### src/rtl/stf_pkg.sv
package stf_pkg;
    localparam int          DEF_NREG   = 16;
    localparam int          DEF_DW     = 32;
    localparam logic [31:0] DEF_POISON = 32'h7FA5_A5A5;
    localparam int          RD_PORTS   = 3; // two architectural reads plus the check lookup
endpackage

### src/rtl/stf_write_lane.sv
// Shapes one write source for one bank: bank match, poison shaping and
// suppression of an untagged reserved value in the floating-point bank.
module stf_write_lane #(
    parameter int          DW     = 32,
    parameter int          AW     = 4,
    parameter bit          IS_FP  = 1'b0,
    parameter logic [DW-1:0] POISON = '1
) (
    input  logic          src_en,
    input  logic          src_is_fp,
    input  logic [AW-1:0] src_idx,
    input  logic [DW-1:0] src_val,
    input  logic          src_tag,
    output logic          lane_en,
    output logic [AW-1:0] lane_idx,
    output logic [DW-1:0] lane_val,
    output logic          lane_tag
);
    logic bank_hit;
    assign bank_hit = src_en && (src_is_fp == IS_FP);
    assign lane_idx = src_idx;
    assign lane_tag = src_tag;

    generate
        if (IS_FP) begin : g_fp
            assign lane_val = src_tag ? POISON : src_val;
            assign lane_en  = bank_hit && (src_tag || (src_val != POISON));
        end else begin : g_int
            assign lane_val = src_tag ? '0 : src_val;
            assign lane_en  = bank_hit;
        end
    endgenerate
endmodule

### src/rtl/stf_read_port.sv
// One bank lookup with same-cycle forwarding; lane b has priority over lane a.
module stf_read_port #(
    parameter int NREG = 16,
    parameter int DW   = 32,
    parameter int AW   = 4
) (
    input  logic [NREG-1:0][DW-1:0] bank_vals,
    input  logic [NREG-1:0]         bank_tags,
    input  logic [AW-1:0]           idx,
    input  logic                    a_en,
    input  logic [AW-1:0]           a_idx,
    input  logic [DW-1:0]           a_val,
    input  logic                    a_tag,
    input  logic                    b_en,
    input  logic [AW-1:0]           b_idx,
    input  logic [DW-1:0]           b_val,
    input  logic                    b_tag,
    output logic [DW-1:0]           val,
    output logic                    tag
);
    always_comb begin
        val = bank_vals[idx];
        tag = bank_tags[idx];
        if (a_en && (a_idx == idx)) begin
            val = a_val;
            tag = a_tag;
        end
        if (b_en && (b_idx == idx)) begin
            val = b_val;
            tag = b_tag;
        end
    end
endmodule

### src/rtl/stf_regfile.sv
module stf_regfile
    import stf_pkg::*;
#(
    parameter int            NREG   = DEF_NREG,
    parameter int            DW     = DEF_DW,
    parameter logic [DW-1:0] POISON = DEF_POISON[DW-1:0],
    localparam int           AW     = $clog2(NREG)
) (
    input  logic          clk,
    input  logic          rst_n,
    input  logic          rd0_is_fp,
    input  logic [AW-1:0] rd0_idx,
    output logic [DW-1:0] rd0_val,
    output logic          rd0_poison,
    input  logic          rd1_is_fp,
    input  logic [AW-1:0] rd1_idx,
    output logic [DW-1:0] rd1_val,
    output logic          rd1_poison,
    input  logic          wr_en,
    input  logic          wr_is_fp,
    input  logic [AW-1:0] wr_idx,
    input  logic [DW-1:0] wr_val,
    input  logic          wr_src_poison,
    input  logic          ld_en,
    input  logic          ld_is_fp,
    input  logic [AW-1:0] ld_idx,
    input  logic [DW-1:0] ld_val,
    input  logic          ld_spec,
    input  logic          ld_fault,
    input  logic          chk_req,
    input  logic          chk_is_fp,
    input  logic [AW-1:0] chk_idx,
    output logic          chk_done,
    output logic          chk_redirect
);
    typedef struct packed {
        logic [NREG-1:0][DW-1:0] ivals;
        logic [NREG-1:0]         itags;
        logic [NREG-1:0][DW-1:0] fvals;
        logic                    done;
        logic                    redirect;
    } state_t;

    state_t st_d, st_q;

    // Write lanes: index 0 = result port, 1 = load port; per bank.
    logic          ld_tag;
    logic          il_en  [2];
    logic [AW-1:0] il_idx [2];
    logic [DW-1:0] il_val [2];
    logic          il_tag [2];
    logic          fl_en  [2];
    logic [AW-1:0] fl_idx [2];
    logic [DW-1:0] fl_val [2];
    logic          fl_tag [2];

    assign ld_tag = ld_spec && ld_fault;

    logic          src_en  [2];
    logic          src_fp  [2];
    logic [AW-1:0] src_idx [2];
    logic [DW-1:0] src_val [2];
    logic          src_tag [2];

    assign src_en[0]  = wr_en;    assign src_en[1]  = ld_en;
    assign src_fp[0]  = wr_is_fp; assign src_fp[1]  = ld_is_fp;
    assign src_idx[0] = wr_idx;   assign src_idx[1] = ld_idx;
    assign src_val[0] = wr_val;   assign src_val[1] = ld_val;
    assign src_tag[0] = wr_src_poison; assign src_tag[1] = ld_tag;

    generate
        for (genvar s = 0; s < 2; s++) begin : g_src
            stf_write_lane #(.DW(DW), .AW(AW), .IS_FP(1'b0), .POISON(POISON)) u_int_lane (
                .src_en(src_en[s]), .src_is_fp(src_fp[s]), .src_idx(src_idx[s]),
                .src_val(src_val[s]), .src_tag(src_tag[s]),
                .lane_en(il_en[s]), .lane_idx(il_idx[s]), .lane_val(il_val[s]), .lane_tag(il_tag[s]));
            stf_write_lane #(.DW(DW), .AW(AW), .IS_FP(1'b1), .POISON(POISON)) u_fp_lane (
                .src_en(src_en[s]), .src_is_fp(src_fp[s]), .src_idx(src_idx[s]),
                .src_val(src_val[s]), .src_tag(src_tag[s]),
                .lane_en(fl_en[s]), .lane_idx(fl_idx[s]), .lane_val(fl_val[s]), .lane_tag(fl_tag[s]));
        end
    endgenerate

    // Floating-point poison is derived from the stored value, not stored.
    logic [NREG-1:0] fp_marks;
    generate
        for (genvar r = 0; r < NREG; r++) begin : g_fmark
            assign fp_marks[r] = (st_q.fvals[r] == POISON);
        end
    endgenerate

    // Lookups: 0 and 1 are the read ports, 2 serves the check.
    logic          lk_fp   [RD_PORTS];
    logic [AW-1:0] lk_idx  [RD_PORTS];
    logic [DW-1:0] lk_ival [RD_PORTS];
    logic          lk_itag [RD_PORTS];
    logic [DW-1:0] lk_fval [RD_PORTS];
    logic          lk_ftag [RD_PORTS];
    logic [DW-1:0] lk_val  [RD_PORTS];
    logic          lk_tag  [RD_PORTS];

    assign lk_fp[0] = rd0_is_fp; assign lk_idx[0] = rd0_idx;
    assign lk_fp[1] = rd1_is_fp; assign lk_idx[1] = rd1_idx;
    assign lk_fp[2] = chk_is_fp; assign lk_idx[2] = chk_idx;

    generate
        for (genvar p = 0; p < RD_PORTS; p++) begin : g_rd
            stf_read_port #(.NREG(NREG), .DW(DW), .AW(AW)) u_int_rd (
                .bank_vals(st_q.ivals), .bank_tags(st_q.itags), .idx(lk_idx[p]),
                .a_en(il_en[0]), .a_idx(il_idx[0]), .a_val(il_val[0]), .a_tag(il_tag[0]),
                .b_en(il_en[1]), .b_idx(il_idx[1]), .b_val(il_val[1]), .b_tag(il_tag[1]),
                .val(lk_ival[p]), .tag(lk_itag[p]));
            stf_read_port #(.NREG(NREG), .DW(DW), .AW(AW)) u_fp_rd (
                .bank_vals(st_q.fvals), .bank_tags(fp_marks), .idx(lk_idx[p]),
                .a_en(fl_en[0]), .a_idx(fl_idx[0]), .a_val(fl_val[0]), .a_tag(fl_tag[0]),
                .b_en(fl_en[1]), .b_idx(fl_idx[1]), .b_val(fl_val[1]), .b_tag(fl_tag[1]),
                .val(lk_fval[p]), .tag(lk_ftag[p]));
            assign lk_val[p] = lk_fp[p] ? lk_fval[p] : lk_ival[p];
            assign lk_tag[p] = lk_fp[p] ? lk_ftag[p] : lk_itag[p];
        end
    endgenerate

    assign rd0_val      = lk_val[0];
    assign rd0_poison   = lk_tag[0];
    assign rd1_val      = lk_val[1];
    assign rd1_poison   = lk_tag[1];
    assign chk_done     = st_q.done;
    assign chk_redirect = st_q.redirect;

    always_comb begin
        st_d = st_q;
        // Later lane (load) overrides the result lane on the same register.
        for (int s = 0; s < 2; s++) begin
            if (il_en[s]) begin
                st_d.ivals[il_idx[s]] = il_val[s];
                st_d.itags[il_idx[s]] = il_tag[s];
            end
            if (fl_en[s]) begin
                st_d.fvals[fl_idx[s]] = fl_val[s];
            end
        end
        st_d.done     = chk_req;
        st_d.redirect = chk_req && lk_tag[2];
    end

    always_ff @(posedge clk) begin
        if (!rst_n) begin
            st_q <= '0;
        end else begin
            st_q <= st_d;
        end
    end
endmodule

### config.mk
export PLATFORM = sky130hd
export DESIGN_NAME = stf_regfile
export DESIGN_NICKNAME = d
export VERILOG_FILES = /design/src/rtl/stf_pkg.sv /design/src/rtl/stf_write_lane.sv /design/src/rtl/stf_read_port.sv /design/src/rtl/stf_regfile.sv
export SDC_FILE = /design/constraint.sdc
export NUM_CORES = 2
export LEC_CHECK = 0
export BUFFER_PORTS_ARGS = -buffer_cell sky130_fd_sc_hd__buf_2
export CAP_MARGIN = 20
export CORE_MARGIN = 3
export CORE_UTILIZATION = 45
export CTS_BUF_LIST = sky130_fd_sc_hd__clkbuf_8
export DETAILED_ROUTE_END_ITERATION = 6
export SETUP_SLACK_MARGIN = 0.3
export SLEW_MARGIN = 15
export SYNTH_ARGS = -nofsm -noshare
export SYNTH_HDL_FRONTEND = slang
export SYNTH_SLANG_ARGS = --single-unit
### constraint.sdc
create_clock -name clk -period 3.9 [get_ports clk]
set_input_delay 0.585 -clock clk [delete_from_list [all_inputs] [get_ports clk]]
set_output_delay 0.585 -clock clk [all_outputs]
set_load 0.01 [all_outputs]
==> impl_metrics.py <==
metrics = {
    "outcome": {
        "violations": "negative setup slack",
        "outcome": "finished, violations left",
    },
    "sta": {
        "worstMarginPinSlew_ps": 1212,
        "fin_tns_setup_ps": -1045,
        "max_freq_ghz": 0.2259,
        "min_period_over_period": 1.135,
        "setup_viol": 3,
        "maxSlewHeadroom": 0.1917,
        "slew_violations": 0,
        "period_minus_slack_ps": 4428,
        "setup_slack_ps": -527.6,
        "finClkSkew_ps": 48.04,
        "grt_setup_unrepaired": "yes",
        "final_hold_viol_count": 0,
    },
    "layout": {
        "fillerInstances": 13080,
        "fin_nets": 7067,
        "post-route-util": 0.5250,
        "area_delta_synth_final_pct": 15.65,
        "drive_above_1_share": 0.2878,
    },
    "yosys": {
        "synth-warning-count": 0,
        "async_flop_share": 0,
        "yosys-top-cells-area": "dfxtp_1 31%, mux4_2 22%, o211a_1 8.0%",
        "synth_enable_flop_cells": 0,
        "avgSynthCellArea_um2": 9.389,
        "synth.most_common_cell": "dfxtp_1",
        "synth_top_cell_area_share": 0.3149,
        "synth_cell_type_count": 68,
        "synthFlopType": "dfxtp_1",
        "synth_cells": 7055,
        "seq_area_frac_synth": 0.3149,
        "syn_area_um2": 66240,
        "synth-seq-cells": 1042,
        "netlist_top_cells_count": "1042 x dfxtp_1, 760 x a21oi_1, 715 x clkbuf_1",
        "synth_largest_area_cell": "dfxtp_1",
        "syn_nets": 7152,
    },
    "critical_path": {
        "cp_slowest_cell": "nor3_1",
        "crit_fanout": 4,
        "criticalPathCategory": "flip-flop to output pin",
        "rrSetupSlack_ps": 1120,
        "worstSetupStartpointType": "flip-flop",
        "arrival_ps": 3840,
        "endpoint_kind": "output pin",
        "crit_start": "st_q[391]$_SDFF_PN0_",
        "rr_startpoint": "st_q[391]$_SDFF_PN0_",
        "crit_chain": "nor4b_1, buf_4, nand4_1, nor3_1, o41ai_1, a211o_1, a31oi_4, buf_2",
        "cp.required_ps": 3310,
        "cpPeakStageDelay_ps": 710,
    },
    "routing": {
        "avgViaCountPerCell": 7.211,
        "antenna_left": 0,
        "drt_iter0_markers": 9929,
        "routed-via-count": 65220,
        "drc": 0,
        "first_pass_iters": 6,
        "drt_wl_total_mm": 302.3,
        "wl_per_cell_um": 33.42,
    },
    "hold_path": {
        "hp-start": "rst_n",
        "holdCritPathClass": "input port to flip-flop",
    },
    "clocking": {
        "clock_sinks": 1042,
        "cts_tree": "built",
        "insertion_delay_ps": 950,
        "cts.clk_slew.worst_paths_ps": 60,
        "h-tree-depth": 4,
        "cts-root-buf": "clkbuf_8",
        "numCtsBuffers": 186,
        "cts_buffer_depth": 3,
    },
    "power": {
        "static-leakage-power_nw": 30.79,
        "power.density_nw_per_um2": 329.8,
        "p_seq_frac": 0.436,
        "p_sw_w": 0.007534,
        "p_comb_frac": 0.144,
        "internal_power_w": 0.01773,
        "swShare": 0.2982,
        "power_w": 0.02527,
        "peakVddDrop_mv": 0.3703,
        "clkPwrFrac": 0.420,
    },
    "grt": {
        "grt_pass1_vias": 61550,
        "antenna_found_initial": 28,
        "grt_max_degree": 137,
        "grt_usage": 0.3842,
        "globalRouteOverflowTotal": 0,
        "grt_pass1_wl_mm": 430.2,
    },
    "die": {
        "fp.dieArea_um2": 151800,
        "rows": 140,
        "initial_utilization": 0.4539,
        "die_x_um": 389.7,
        "die_h_um": 389.7,
        "ios": 165,
        "core-area_um2": 145900,
    },
    "placed_design": {
        "dp_hpwl_mm": 199.6,
        "port_buffers": 164,
        "globalplace.congestion": 1.045,
    },
    "job": {
        "cap_viol_max_count": 0,
    },
}
==> final timing paths <==
| check | end | cells past startpoint |
|---|---|---|
| worst min-delay path | st_q[291]$_SDFF_PN0_ | 3 |
| worst max register to register | chk_redirect$_SDFF_PN0_ | 8 |
| worst max-delay path | rd0_poison | 8 |
| worst min register to register | st_q[455]$_SDFF_PN0_ | 2 |
==> power groups by stage <==
| stage | sequential, W | clock, W | combinational (W) |
|---|---|---|---|
| after floorplan | 0.0112 | 0 | 0.00203 |
| after global placement | 0.0112 | 0 | 0.00333 |
| after detailed placement | 0.0112 | 0 | 0.00337 |
| after CTS | 0.0110 | 0.0106 | 0.00346 |
| after global routing | 0.0110 | 0.0111 | 0.00375 |
| final | 0.0110 | 0.0106 | 0.00364 |
==> repair_timing <==
item | in CTS | in global routing
setup buffers | 9 | 9
gates cloned | 2 | 4
resized for setup | 309 | 110
hold buffers | 2 | 0
endpoints found under the hold margin | 2 | 0
setup endpoints to repair | 66 | 66
pin swaps | 89 | 9
==> registers in the layout (all words and copies together) (netlist names) <==
signal / cells
chk_done: 1
chk_redirect: 1
st_q: 1040
==> cells by family (layout without fill, tap and decap cells) <==
family                    after synthesis  after routing  share of synthesized area
AOI/OAI and AO/OA                    2646           2646                     0.2742
muxes                                 668            668                     0.2254
other                                   0             19                          0
xor gates and xnor gates               24             24                   0.003173
buffers and inverters                 985           1038                    0.06111
DFF                                  1042           1042                     0.3149
and+or+nand+nor                      1690           1691                     0.1212
==> stage by stage <==
step | setup WS (ps) | area (um^2) | std cells | hold slack (ps)
4_1_cts | -497.6 | 76000 | 9010 | 162.5
5_1_grt | -545.3 | 76560 | 9030 | 227.3
2_1_floorplan | 679.0 | 66240 | 7055 | 505.8
3_3_place_gp | -502.5 | 70980 | 8670 | 531.4
6_report | -527.6 | 76600 | 9045 | 190.4
3_5_place_dp | -438.6 | 70980 | 8670 | 546.9
==> cell type report <==
cell class,instances,area [um^2],share of cell area
inverter,7,31.28,0.0004083
clock buffer,241,3317,0.04330
antenna,19,47.55,0.0006207
multi-input combinational,5029,42730,0.5578
timing repair buffer,704,6534,0.08530
sequential,1042,21100,0.2755
tap,1917,2399,0.03131
clock inverter,86,442.9,0.005782
==> routing by layer <==
layer / global-route usage / part of all wire / vias up
met5: 0 / 0.00032 / -
met4: 0.2329 / 0.072 / 14
met3: 0.1336 / 0.14 / 1187
met2: 0.5768 / 0.43 / 4956
met1: 0.4753 / 0.36 / 31870
li1: - / - / 27190
==> layout by cell type, fill, tap and decap left out, types with 21 or more instances in the layout <==
master,n
a211oi_2,54
a21oi_1,758
and2_1,41
buf_12,99
buf_2,135
buf_4,426
buf_6,28
clkbuf_8,241
dfxtp_1,894
dfxtp_2,125
dfxtp_4,23
inv_1,60
mux4_2,656
nand2_1,579
nand2_4,35
nand2b_1,34
nand3_1,40
nand3_2,21
nand4_1,41
nand4b_1,39
nor2_1,596
nor2b_1,54
nor2b_4,36
o211a_1,528
o211ai_1,539
o21ai_0,299
o22ai_1,323
o31ai_1,39
o32ai_1,26
==> worst max-delay path: cells and delay by family, from the launching register on <==
family	cells	cell delay [ps]
AO/OA/AOI/OAI	3	650
buffers and inverters	2	390
flip-flops	1	390
AND/OR/NAND/NOR	3	1490
No activity file was read; power rests on OpenSTA's default activity.
